<file path="src/rtl/lps_pkg.sv">
package lps_pkg;

    typedef enum logic [2:0] {
        ST_NORMAL  = 3'd0,
        ST_REQ     = 3'd1,
        ST_ACK     = 3'd2,
        ST_SILENT  = 3'd3,
        ST_FAIL    = 3'd4,
        ST_SLEEP   = 3'd5,
        ST_STANDBY = 3'd6
    } lps_state_e;

    // bit 0 is sm_off, bit 10 is slp_frc_val
    typedef struct packed {
        logic slp_frc_val;
        logic slp_frc_en;
        logic wake_frc_val;
        logic wake_frc_en;
        logic auto_mode;
        logic abort_pin_en;
        logic abort_reg;
        logic stop_on_linkdn;
        logic stop_on_act;
        logic final_sleep;
        logic sm_off;
    } lps_cfg_t;

    localparam int CFG_W = $bits(lps_cfg_t);
    localparam lps_cfg_t CFG_RST = 11'h04E;

    localparam int CMD_W       = 8;
    localparam int CMD_NORMAL  = 0;
    localparam int CMD_SLEEP   = 1;
    localparam int CMD_STANDBY = 4;
    localparam int CMD_WAKE    = 7;
    localparam logic [CMD_W-1:0] CMD_MASK =
        (8'd1 << CMD_NORMAL) | (8'd1 << CMD_SLEEP) |
        (8'd1 << CMD_STANDBY) | (8'd1 << CMD_WAKE);

endpackage

</file>
<file path="src/rtl/lps_cfg_regs.sv">
module lps_cfg_regs
    import lps_pkg::*;
(
    input  logic             clk,
    input  logic             rst_n,
    input  logic             cmd_wr_i,
    input  logic [CMD_W-1:0] cmd_wdata_i,
    input  logic             cfg_wr_i,
    input  lps_cfg_t         cfg_wdata_i,
    input  logic             link_up_i,
    output lps_cfg_t         cfg_o,
    output logic [CMD_W-1:0] pend_o
);
    typedef struct packed {
        lps_cfg_t         cfg;
        logic [CMD_W-1:0] pend;
        logic             link_prev;
    } regs_t;

    regs_t r_q, r_d;

    always_comb begin
        r_d = r_q;
        r_d.link_prev = link_up_i;
        // pending bits live for one cycle only; hardware clears them
        r_d.pend = cmd_wr_i ? (cmd_wdata_i & CMD_MASK) : '0;
        if (cfg_wr_i) begin
            r_d.cfg = cfg_wdata_i;
        end
        // link rising edge clears the autonomous flag, ahead of a write
        if (link_up_i && !r_q.link_prev) begin
            r_d.cfg.auto_mode = 1'b0;
        end
    end

    always_ff @(posedge clk or negedge rst_n) begin
        if (!rst_n) begin
            r_q.cfg       <= CFG_RST;
            r_q.pend      <= '0;
            r_q.link_prev <= 1'b0;
        end else begin
            r_q <= r_d;
        end
    end

    assign cfg_o  = r_q.cfg;
    assign pend_o = r_q.pend;

endmodule

</file>
<file path="src/rtl/lps_fsm.sv">
module lps_fsm
    import lps_pkg::*;
#(
    parameter int unsigned SILENT_CYC = 8,
    parameter int unsigned WAKE_CYC   = 5
) (
    input  logic       clk,
    input  logic       rst_n,
    input  logic       sm_off_i,
    input  logic       final_sleep_i,
    input  logic       stop_act_i,
    input  logic       stop_ld_i,
    input  logic       abort_reg_i,
    input  logic       abort_pin_en_i,
    input  logic       slp_force_i,
    input  logic       cmd_normal_i,
    input  logic       cmd_sleep_i,
    input  logic       cmd_standby_i,
    input  logic       cmd_wake_i,
    input  logic       link_up_i,
    input  logic       activity_i,
    input  logic       peer_req_i,
    input  logic       peer_ack_i,
    input  logic       peer_wake_i,
    input  logic       abort_pin_i,
    output lps_state_e state_o,
    output logic       wake_busy_o
);
    localparam int SIL_W  = $clog2(SILENT_CYC + 1);
    localparam int WAKE_W = $clog2(WAKE_CYC + 1);
    localparam logic [SIL_W-1:0]  SIL_LAST  = SIL_W'(SILENT_CYC - 1);
    localparam logic [WAKE_W-1:0] WAKE_LOAD = WAKE_W'(WAKE_CYC);

    typedef struct packed {
        lps_state_e        state;
        logic [SIL_W-1:0]  sil_cnt;
        logic [WAKE_W-1:0] wake_cnt;
    } fsm_t;

    fsm_t r_q, r_d;
    logic stop_hit, abort_hit;

    always_comb begin
        r_d       = r_q;
        stop_hit  = (activity_i && stop_act_i) || (!link_up_i && stop_ld_i);
        abort_hit = abort_reg_i || (abort_pin_en_i && abort_pin_i);
        if (r_q.wake_cnt != '0) begin
            r_d.wake_cnt = r_q.wake_cnt - 1'b1;
        end
        if (r_q.state != ST_SILENT) begin
            r_d.sil_cnt = '0;
        end
        if (sm_off_i) begin
            r_d.state = ST_NORMAL;
        end else if (slp_force_i) begin
            r_d.state = ST_SLEEP;
        end else if (cmd_normal_i) begin
            r_d.state = ST_NORMAL;
        end else begin
            unique case (r_q.state)
                ST_NORMAL: begin
                    if (cmd_sleep_i && link_up_i) r_d.state = ST_REQ;
                    else if (cmd_standby_i)       r_d.state = ST_STANDBY;
                    else if (peer_req_i)          r_d.state = ST_ACK;
                end
                ST_REQ: begin
                    if (stop_hit)        r_d.state = ST_FAIL;
                    else if (peer_ack_i) r_d.state = ST_SILENT;
                end
                ST_ACK: begin
                    if (abort_hit || stop_hit) r_d.state = ST_FAIL;
                    else if (!peer_req_i)      r_d.state = ST_SILENT;
                end
                ST_SILENT: begin
                    if (r_q.sil_cnt == SIL_LAST) begin
                        r_d.state = final_sleep_i ? ST_SLEEP : ST_STANDBY;
                    end else begin
                        r_d.sil_cnt = r_q.sil_cnt + 1'b1;
                    end
                end
                ST_FAIL: r_d.state = ST_NORMAL;
                ST_SLEEP, ST_STANDBY: begin
                    if (cmd_wake_i || peer_wake_i) begin
                        r_d.state    = ST_NORMAL;
                        r_d.wake_cnt = WAKE_LOAD;
                    end
                end
                default: r_d.state = ST_NORMAL;
            endcase
        end
    end

    always_ff @(posedge clk or negedge rst_n) begin
        if (!rst_n) begin
            r_q.state    <= ST_NORMAL;
            r_q.sil_cnt  <= '0;
            r_q.wake_cnt <= '0;
        end else begin
            r_q <= r_d;
        end
    end

    assign state_o     = r_q.state;
    assign wake_busy_o = (r_q.wake_cnt != '0);

endmodule

</file>
<file path="src/rtl/lps_pin_drv.sv">
module lps_pin_drv
    import lps_pkg::*;
(
    input  lps_state_e state_i,
    input  logic       wake_busy_i,
    input  logic       wake_frc_en_i,
    input  logic       wake_frc_val_i,
    output logic       wake_o,
    output logic       pwr_down_o,
    output logic       standby_o
);
    always_comb begin
        wake_o     = wake_frc_en_i ? wake_frc_val_i : wake_busy_i;
        pwr_down_o = (state_i == ST_SLEEP);
        standby_o  = (state_i == ST_STANDBY);
    end
endmodule

</file>
<file path="src/rtl/link_sleep_ctrl.sv">
module link_sleep_ctrl
    import lps_pkg::*;
#(
    parameter int unsigned SILENT_CYC = 8,
    parameter int unsigned WAKE_CYC   = 5
) (
    input  logic        clk,
    input  logic        rst_n,
    input  logic        cmd_wr_i,
    input  logic [7:0]  cmd_wdata_i,
    input  logic        cfg_wr_i,
    input  logic [10:0] cfg_wdata_i,
    input  logic        link_up_i,
    input  logic        activity_i,
    input  logic        peer_sleep_req_i,
    input  logic        peer_sleep_ack_i,
    input  logic        peer_wake_i,
    input  logic        abort_pin_i,
    output logic [2:0]  state_o,
    output logic        wake_o,
    output logic        pwr_down_o,
    output logic        standby_o,
    output logic        auto_mode_o,
    output logic [7:0]  pend_cmd_o
);
    lps_cfg_t         cfg;
    logic [CMD_W-1:0] pend;
    lps_state_e       state;
    logic             wake_busy;

    lps_cfg_regs u_regs (
        .clk         (clk),
        .rst_n       (rst_n),
        .cmd_wr_i    (cmd_wr_i),
        .cmd_wdata_i (cmd_wdata_i),
        .cfg_wr_i    (cfg_wr_i),
        .cfg_wdata_i (lps_cfg_t'(cfg_wdata_i)),
        .link_up_i   (link_up_i),
        .cfg_o       (cfg),
        .pend_o      (pend)
    );

    lps_fsm #(
        .SILENT_CYC (SILENT_CYC),
        .WAKE_CYC   (WAKE_CYC)
    ) u_fsm (
        .clk            (clk),
        .rst_n          (rst_n),
        .sm_off_i       (cfg.sm_off),
        .final_sleep_i  (cfg.final_sleep),
        .stop_act_i     (cfg.stop_on_act),
        .stop_ld_i      (cfg.stop_on_linkdn),
        .abort_reg_i    (cfg.abort_reg),
        .abort_pin_en_i (cfg.abort_pin_en),
        .slp_force_i    (cfg.slp_frc_en && cfg.slp_frc_val),
        .cmd_normal_i   (pend[CMD_NORMAL]),
        .cmd_sleep_i    (pend[CMD_SLEEP]),
        .cmd_standby_i  (pend[CMD_STANDBY]),
        .cmd_wake_i     (pend[CMD_WAKE]),
        .link_up_i      (link_up_i),
        .activity_i     (activity_i),
        .peer_req_i     (peer_sleep_req_i),
        .peer_ack_i     (peer_sleep_ack_i),
        .peer_wake_i    (peer_wake_i),
        .abort_pin_i    (abort_pin_i),
        .state_o        (state),
        .wake_busy_o    (wake_busy)
    );

    lps_pin_drv u_drv (
        .state_i        (state),
        .wake_busy_i    (wake_busy),
        .wake_frc_en_i  (cfg.wake_frc_en),
        .wake_frc_val_i (cfg.wake_frc_val),
        .wake_o         (wake_o),
        .pwr_down_o     (pwr_down_o),
        .standby_o      (standby_o)
    );

    assign state_o     = state;
    assign auto_mode_o = cfg.auto_mode;
    assign pend_cmd_o  = pend;

endmodule

</file>
<file path="config.mk">
export PLATFORM = sky130hd
export DESIGN_NAME = link_sleep_ctrl
export DESIGN_NICKNAME = d
export VERILOG_FILES = /design/src/rtl/lps_pkg.sv /design/src/rtl/lps_cfg_regs.sv /design/src/rtl/lps_fsm.sv /design/src/rtl/lps_pin_drv.sv /design/src/rtl/link_sleep_ctrl.sv
export SDC_FILE = /design/constraint.sdc
export NUM_CORES = 1
export LEC_CHECK = 0
export CAP_MARGIN = 0
export CORE_MARGIN = 1.5
export CORE_UTILIZATION = 45
export CTS_CLUSTER_DIAMETER = 60
export DETAILED_ROUTE_END_ITERATION = 8
export GPL_TIMING_DRIVEN = 0
export MAX_ROUTING_LAYER = met4
export PLACE_DENSITY = 0.78
export SETUP_SLACK_MARGIN = 0.15
export SYNTH_ARGS = -nofsm -noshare
export SYNTH_HDL_FRONTEND = slang
export SYNTH_HIERARCHICAL = 1
export SYNTH_SLANG_ARGS = --single-unit
</file>
<file path="constraint.sdc">
create_clock -name clk -period 3.2 [get_ports clk]
set_input_delay 0.8 -clock clk [delete_from_list [all_inputs] [get_ports clk]]
set_output_delay 0.8 -clock clk [all_outputs]
set_load 0.01 [all_outputs]
</file>
Yosys cells after proc, flatten, opt, wreduce, memory -nomap -nowiden
Cells that the tools add are included. W data, S select, Z words.

$add $sub $neg: 2. Multiplexer cells: 27. Eq/ne operators: 12. Reductions and logical operators: 17.

Operators by type and width (count): $mux W3 (15); $mux W7 (4); $pmux W3 S5 (1); $mux W4 (3); $ne A6 B4 Y1 const B (2); $ne A5 B3 Y1 const B (2); $mux W8 (1); $ne A7 B5 Y1 const B (1); $eq A3 B2 Y1 const B (2); $eq A3 B3 Y1 const B (2); $logic_and A1 B1 Y1 (6); $reduce_and A5 Y1 (1); $add A4 B1 Y4 const B (1); $eq A4 B3 Y1 const B (1); $logic_or A1 B1 Y1 (4); $eq A3 B1 Y1 const B (1); $logic_not A3 Y1 (1); $ne A3 B2 Y1 const B (1); $reduce_bool A3 Y1 (1); $sub A3 B1 Y3 const B (1); $logic_not A1 Y1 (2); $mux W1 (2); $mux W2 (1); $reduce_bool A2 Y1 (1); $reduce_or A2 Y1 (1).

Input port bits: 29. Word-level logic and storage cells: 74. Output and inout port bits: 15. Register bits after elaboration: 30.

Depth between registers and ports, before layout
Gate-level depths: netlist of run 1.

Depth in word-level cells: 9. Depth in mapped cells: 7. Mapped depth without buffers: 6.

By module
The synthesis of run 1 kept the hierarchy.

By module, submodules not included: lps_fsm (area an instance 862.1 µm², cells an instance 90, instances 1); lps_cfg_regs (area an instance 719.4 µm², cells an instance 54, instances 1); lps_pin_drv (area an instance 32.5 µm², cells an instance 3, instances 1); link_sleep_ctrl (area an instance 6.3 µm², cells an instance 1, instances 1).

Worst setup path before layout of run 1
No wires, ideal clock.

Path type: in2reg. Start: input port activity_i. End: register u_fsm/state_o[0] (netlist name). Cell stages on the path: 5. Path buffers: 0. Setup slack: 1.353 ns. Library setup time: 0.125 ns. Arrival time: 1.721 ns. Data required time: 3.075 ns. Cell sequence: nand2_1 nand4b_4 o311ai_4 o21ai_2 mux2_4.

Cells in the longest elaborated chain, start to end: 8.

Ends and longest elaborated chain: from (decl) (line link_sleep_ctrl.sv:14) `input logic activity_i,`; $logic_and A1 B1 Y1 * (line lps_fsm.sv:45) `stop_hit = (activity_i && stop_act_i) || (!link_up_i && stop_ld_i);`; $logic_or A1 B1 Y1 * (line lps_fsm.sv:45); $logic_or A1 B1 Y1 (line lps_fsm.sv:71) `if (abort_hit || stop_hit) r_d.state = ST_FAIL;`; $mux W3 (line lps_fsm.sv:71); $pmux W3 S5 (line lps_fsm.sv:60) `unique case (r_q.state)`; $mux W3 (line lps_fsm.sv:57) `end else if (cmd_normal_i) begin`; $mux W3 (line lps_fsm.sv:55) `end else if (slp_force_i) begin`; $mux W3 (line lps_fsm.sv:53) `if (sm_off_i) begin`.

Mark *: on every way between the ends. The rest lies on a longest branch, timed or not. A chain may end at the register's enable or synchronous reset.

Worst setup path in the final report of run 1
Start: register u_fsm/r_q[0] (netlist name). End: output port wake_o.

Cells in the longest elaborated chain, start to end: 2.

Ends and longest elaborated chain: from (decl) (line lps_fsm.sv:40) `fsm_t r_q, r_d;`; from (signal assigned) (line lps_fsm.sv:99) `r_q <= r_d;`; $reduce_bool A3 Y1 (line lps_fsm.sv:104) `assign wake_busy_o = (r_q.wake_cnt != '0);`; via wake_busy (line link_sleep_ctrl.sv:29) `logic wake_busy;`; $mux W1 (line lps_pin_drv.sv:13) `wake_o = wake_frc_en_i ? wake_frc_val_i : wake_busy_i;`; to (decl) (line link_sleep_ctrl.sv:20) `output logic wake_o,`.

The timed path passes the listed nets, and every way through them passes these cells.

==> flow_summary.ini, run 1 <==
[status]
status = finished, final reports clean

[route]
drt_first_pass_iters = 4
drt_iter0_drc = 31
wl_um = 3110
drc = 0
vias_per_cell = 5.04
wire_per_inst_um = 13.2
vias = 1189
drtAntennaViolNets = 0

[timing]
setup_tns_ns = 0
grt_setup_unrepaired = no
hold_viol_final = 0
worstMarginPinSlew_ns = 1.14
period_share = 0.856
finClkSkew_ns = 0.0112
setup_viol = 0
min_period_ns = 2.74
maxSlewHeadroom = 0.235
slew_violations = 0
fin_ws_ns = 0.460
fmax_mhz = 365

[setup_path]
cp_top_family = buffers and inverters
r2r-start = u_fsm/r_q[3]
crit_chain = inv_1 -> ha_1 -> nand2b_1 -> mux2_4 -> clkdlybuf4s50_1
crit_required_ns = 2.40
worstRegToRegCells = 6
start_kind = flip-flop
cp_slowest_cell = clkdlybuf4s50_1
r2r_slack_ns = 1.37
critPathArrivalTime_ns = 1.94
crit_path_end_kind = output port
cpPeakStageDelay_ns = 0.47
path_class = flip-flop to output port
cp_max_fo = 4
r2r-end = u_fsm/state_o[0]
path_buf_inv = 2

[synthesis]
syn_avg_cell_area_sq_um = 10.9
synth_top_area_frac = 0.340
yosys-top-cells-count = buf_4, dfrtp_1, nor2_1
synth_top_cell_by_area = dfrtp_1
synthTopCellsByArea = dfrtp_1, buf_4, mux2_2
synth_ff_type = dfrtp_1
synth_cells = 148
syn_area_sq_mm = 0.00162
ys_types = 44
synthArstFlopShare = 1.00
synth-seq-cells = 26
ys_seq_area_frac = 0.405
yosysWarnings = 6
synth_edf_count = 0

[worst_hold_path]
hold_path.class = flip-flop to flip-flop
whs_path_depth = 2
hp-start = u_regs/r_q[0]
worstHoldEndpoint = u_regs/cfg_o[6]

[grt]
antenna_found_initial = 0
grt_pass1_vias = 1286
gr-total-overflow = 0
grt_use_total = 0.175
grt_pass1_wl_um = 5330
grt_start_max_net_pins = 27

[floorplanning]
ioPinCount = 44
die_h_um = 63.0
coreArea_sq_mm = 0.00339
die_w_um = 63.0
start_util = 0.478
dieArea_sq_mm = 0.00397
row_count = 21

[place]
dp_hpwl_um = 2430
port_buffers = 35
dp.cells = 232
place_congestion = 0.865
post-place-ws_ns = 0.591

[flow_run]
cap_violations = 0

[layout]
multi_input_area_sq_um = 751
nFillCells = 278
diodes = 0
final_cells = 236
fin_nets = 223
seq_area_sq_um = 656
post-route-util = 0.612
area_growth_pct = 28.1
drive_above_1_share = 0.305

[clock_network]
ctsRootBufferMaster = clkbuf_4
cts_tree = done
clkSlewWorstSetupHoldPaths_ns = 0.14
cts_resized = 0
cts_made_buffers = 3
hold_buffers = 0
cts_htree_levels = 1
post_cts_buffers = 0
cts_buffer_depth = 2
clkLatencyLatePin_ns = 0.33
clock-sinks = 26

[pwr]
vdd_drop_max_v = 0.000297
power.leakage_nw = 0.916
powerDensity_mw_per_mm2 = 503
==> layout by cell type (no fill, tap or decap), types with 4 or more instances in the layout <==
| cell type | synthesis | routed |
|---|---|---|
| dfrtp_1 | 22 | 22 |
| nand2_1 | 7 | 7 |
| clkdlybuf4s50_1 | 0 | 35 |
| conb_1 | 1 | 4 |
| dfstp_2 | 4 | 4 |
| nor2_1 | 11 | 11 |
| buf_4 | 22 | 22 |
| a21oi_1 | 9 | 9 |
| inv_1 | 4 | 4 |
| mux2_2 | 10 | 10 |
| and2_1 | 5 | 5 |
| buf_6 | 4 | 4 |
==> cell type report <==
class / instances / share of cell area
buffer: 26 / 0.101
clock buffer: 4 / 0.0175
inverter: 4 / 0.00723
multi-input combinational: 95 / 0.362
sequential: 26 / 0.316
tap: 46 / 0.0277
timing repair buffer: 35 / 0.169
==> cell families (layout without fill, tap and decap cells) <==
family,after synthesis,after routing,share of synthesized area
DFF,26,26,0.405
adders and majority gates,3,3,0.0232
and+or+nand+nor,47,47,0.182
xor gates and xnor gates,3,3,0.0162
muxes,14,14,0.100
AOI/OAI and AO/OA,24,24,0.132
buffers and inverters,30,69,0.139
other,1,4,0.00231
==> worst min-delay path, delay by kind of cell, from the launching register on <==
kind                   cells  cell delay (ns)
flip-flops                 1             0.39
AO/OA/AOI/OAI              1             0.05
buffers and inverters      1             0.05
==> metrics by stage <==
step                      hold WS, ns  area [sq um]  total power, mW
after floorplan                 0.437          1630            0.739
after global placement          0.439          2040            0.847
after detailed placement        0.452          2040            0.878
after CTS                       0.471          2080             1.05
after global routing            0.501          2080             1.11
final                           0.466          2080             1.04
==> flip-flops by register name, indices dropped and copies added, names as in the netlist <==
register	cells
u_regs/r_q	1
u_regs/cfg_o	11
u_fsm/state_o	3
u_fsm/r_q	7
u_regs/pend_o	4
==> layer usage <==
layer | share of wire | GRT usage
met2 | 0.55 | 0.340
met1 | 0.38 | 0.164
met3 | 0.050 | 0.0270
met5 | 0 | -
met4 | 0.020 | 0.0861
==> how the worst max path moves through the flow <==
stage | start | endpoint | depth (start not counted)
CTS | u_fsm/r_q[0] | wake_o | 5
floorplan | activity_i | u_fsm/state_o[0] | 5
global placement | link_up_i | u_fsm/state_o[0] | 6
detailed placement | link_up_i | u_fsm/state_o[0] | 6
global route | u_fsm/r_q[0] | wake_o | 5
finish | u_fsm/r_q[0] | wake_o | 5
==> where the power goes <==
group | total, mW | switching (mW) | internal [mW]
clock network | 0.168 | 0.0986 | 0.0698
logic | 0.465 | 0.214 | 0.251
registers | 0.411 | 0.0300 | 0.381
total | 1.04 | 0.343 | 0.701
(Power assumes the default switching activity.)
==> run 2, diff against run 1 <==
--- a/config.mk
+++ b/config.mk
@@ -10,9 +10,10 @@
 export CORE_UTILIZATION = 45
 export CTS_CLUSTER_DIAMETER = 60
 export DETAILED_ROUTE_END_ITERATION = 8
+export DONT_BUFFER_PORTS = 1
 export GPL_TIMING_DRIVEN = 0
 export MAX_ROUTING_LAYER = met4
-export PLACE_DENSITY = 0.78
+export PLACE_DENSITY = 0.63
 export SETUP_SLACK_MARGIN = 0.15
 export SYNTH_ARGS = -nofsm -noshare
 export SYNTH_HDL_FRONTEND = slang
==> run 2 against run 1 <==
Effect of this change: first-iteration DRC count up 120%; flip-flop and latch count did not move; worst setup slack improved by 0.52 ns; clock power shrank 3%; hold slack worse by 0.31 ns; critical endpoint unchanged; non-clock buffer count decreased by 35; cell count fell by 15%; combinational power decreased by 17%; maximum frequency is 23% higher; critical path type unchanged; final area fell by 17%; largest cell class unchanged.
==> flow_summary.ini, run 2 (synthesis gave the netlist of run 1 again) <==
[pwr]
vdd_drop_max_v = 0.000268
power.leakage_nw = 0.782
powerDensity_mw_per_mm2 = 553

[clock_network]
clkLatencyLatePin_ns = 0.31
ctsRootBufferMaster = clkbuf_4
cts_resized = 0
cts_made_buffers = 3
clock-sinks = 26
cts_tree = done
cts_htree_levels = 1
clkSlewWorstSetupHoldPaths_ns = 0.14
hold_buffers = 0
post_cts_buffers = 0
cts_buffer_depth = 2

[layout]
area_growth_pct = 6.49
mostFrequentLayoutCells = buf_4, dfrtp_1, nor2_1
fin_nets = 188
drive_above_1_share = 0.374
largest_reg_flops = 11
nFillCells = 314
fin_area_sq_mm = 0.00173
diodes = 0

[timing]
grt_setup_unrepaired = no
setup_tns_ns = 0
setup_viol = 0
finClkSkew_ns = 0.00693
slew_violations = 0
whs_ns = 0.154
fmax_mhz = 450
hold_viol_final = 0
period_share = 0.694
min_period_ns = 2.22
fin_ws_ns = 0.978

[route]
vias_per_cell = 5.24
drt_iter0_drc = 67
vias = 1053
drc = 0
wire_per_inst_um = 14.2
wl_um = 2850
drtAntennaViolNets = 0
drt_first_pass_iters = 4

[grt]
antenna_found_initial = 0
grt_pass1_wl_um = 4910
grt_use_total = 0.161
grt_pass1_vias = 1143
grt_start_max_net_pins = 27
gr-total-overflow = 0

[flow_run]
cap_violations = 0

[floorplanning]
die_h_um = 63.0
dieArea_sq_mm = 0.00397
die_w_um = 63.0
start_util = 0.478
row_count = 21
ioPinCount = 44
coreArea_sq_mm = 0.00339

[place]
dpl-instance-area_sq_mm = 0.00169
port_buffers = 0
place_congestion = 0.800
dp_hpwl_um = 2220
post-place-ws_ns = 1.23

[status]
status = finished, final reports clean

[setup_path]
worstRegToRegCells = 6
cp_max_fo = 4
crit_required_ns = 2.40
crit_chain = inv_1 -> ha_1 -> nand2b_1 -> mux2_4
cp_slowest_cell = dfrtp_1
start_kind = flip-flop
crit_path_end_kind = output port
critPathArrivalTime_ns = 1.42
cp_top_family = flip-flops
cpPeakStageDelay_ns = 0.42
path_class = flip-flop to output port
path_buf_inv = 1
cp.depth = 4

[worst_hold_path]
hold_path.class = primary input to asynchronous set/reset pin
run 2: final timing paths:
path,startpoint,end,slack (ns)
max,u_fsm/r_q[0],wake_o,0.98
min,rst_n,u_regs/cfg_o[7],0.15
max reg2reg,u_fsm/r_q[3],u_fsm/state_o[0],1.37
min reg2reg,u_regs/r_q[0],u_regs/cfg_o[6],0.48
max in group asynchronous,rst_n,u_regs/cfg_o[6],2.88
min in group clk,u_regs/r_q[0],u_regs/cfg_o[6],0.48
run 2: power by group:
part | leakage, nW | internal (mW) | switching (mW)
Clock | 0.0210 | 0.0695 | 0.0938
Combinational | 0.443 | 0.193 | 0.192
Sequential | 0.318 | 0.381 | 0.0259
run 2: stage by stage:
| step | util | total power [mW] | cells |
|---|---|---|---|
| 3_3_place_gp | 0.498 | 0.780 | 197 |
| 2_1_floorplan | - | 0.739 | 151 |
| 6_report | 0.509 | 0.955 | 201 |
| 4_1_cts | 0.509 | 0.964 | 201 |
| 3_5_place_dp | 0.498 | 0.795 | 197 |
| 5_1_grt | 0.509 | 1.02 | 201 |
run 2: cell type report:
| type | count | area, sq um | area share |
|---|---|---|---|
| sequential | 26 | 656 | 0.380 |
| tap | 46 | 57.6 | 0.0334 |
| inverter | 4 | 15.0 | 0.00870 |
| buffer | 26 | 210 | 0.122 |
| clock buffer | 4 | 36.3 | 0.0210 |
| multi-input combinational | 95 | 751 | 0.435 |
run 2: layer usage:
metal,GRT usage,routed length [um],up-vias
met5,-,0,-
met2,0.307,1540,32
met3,0.0270,152,2
li1,-,-,508
met4,0.0500,23,0
met1,0.166,1130,511
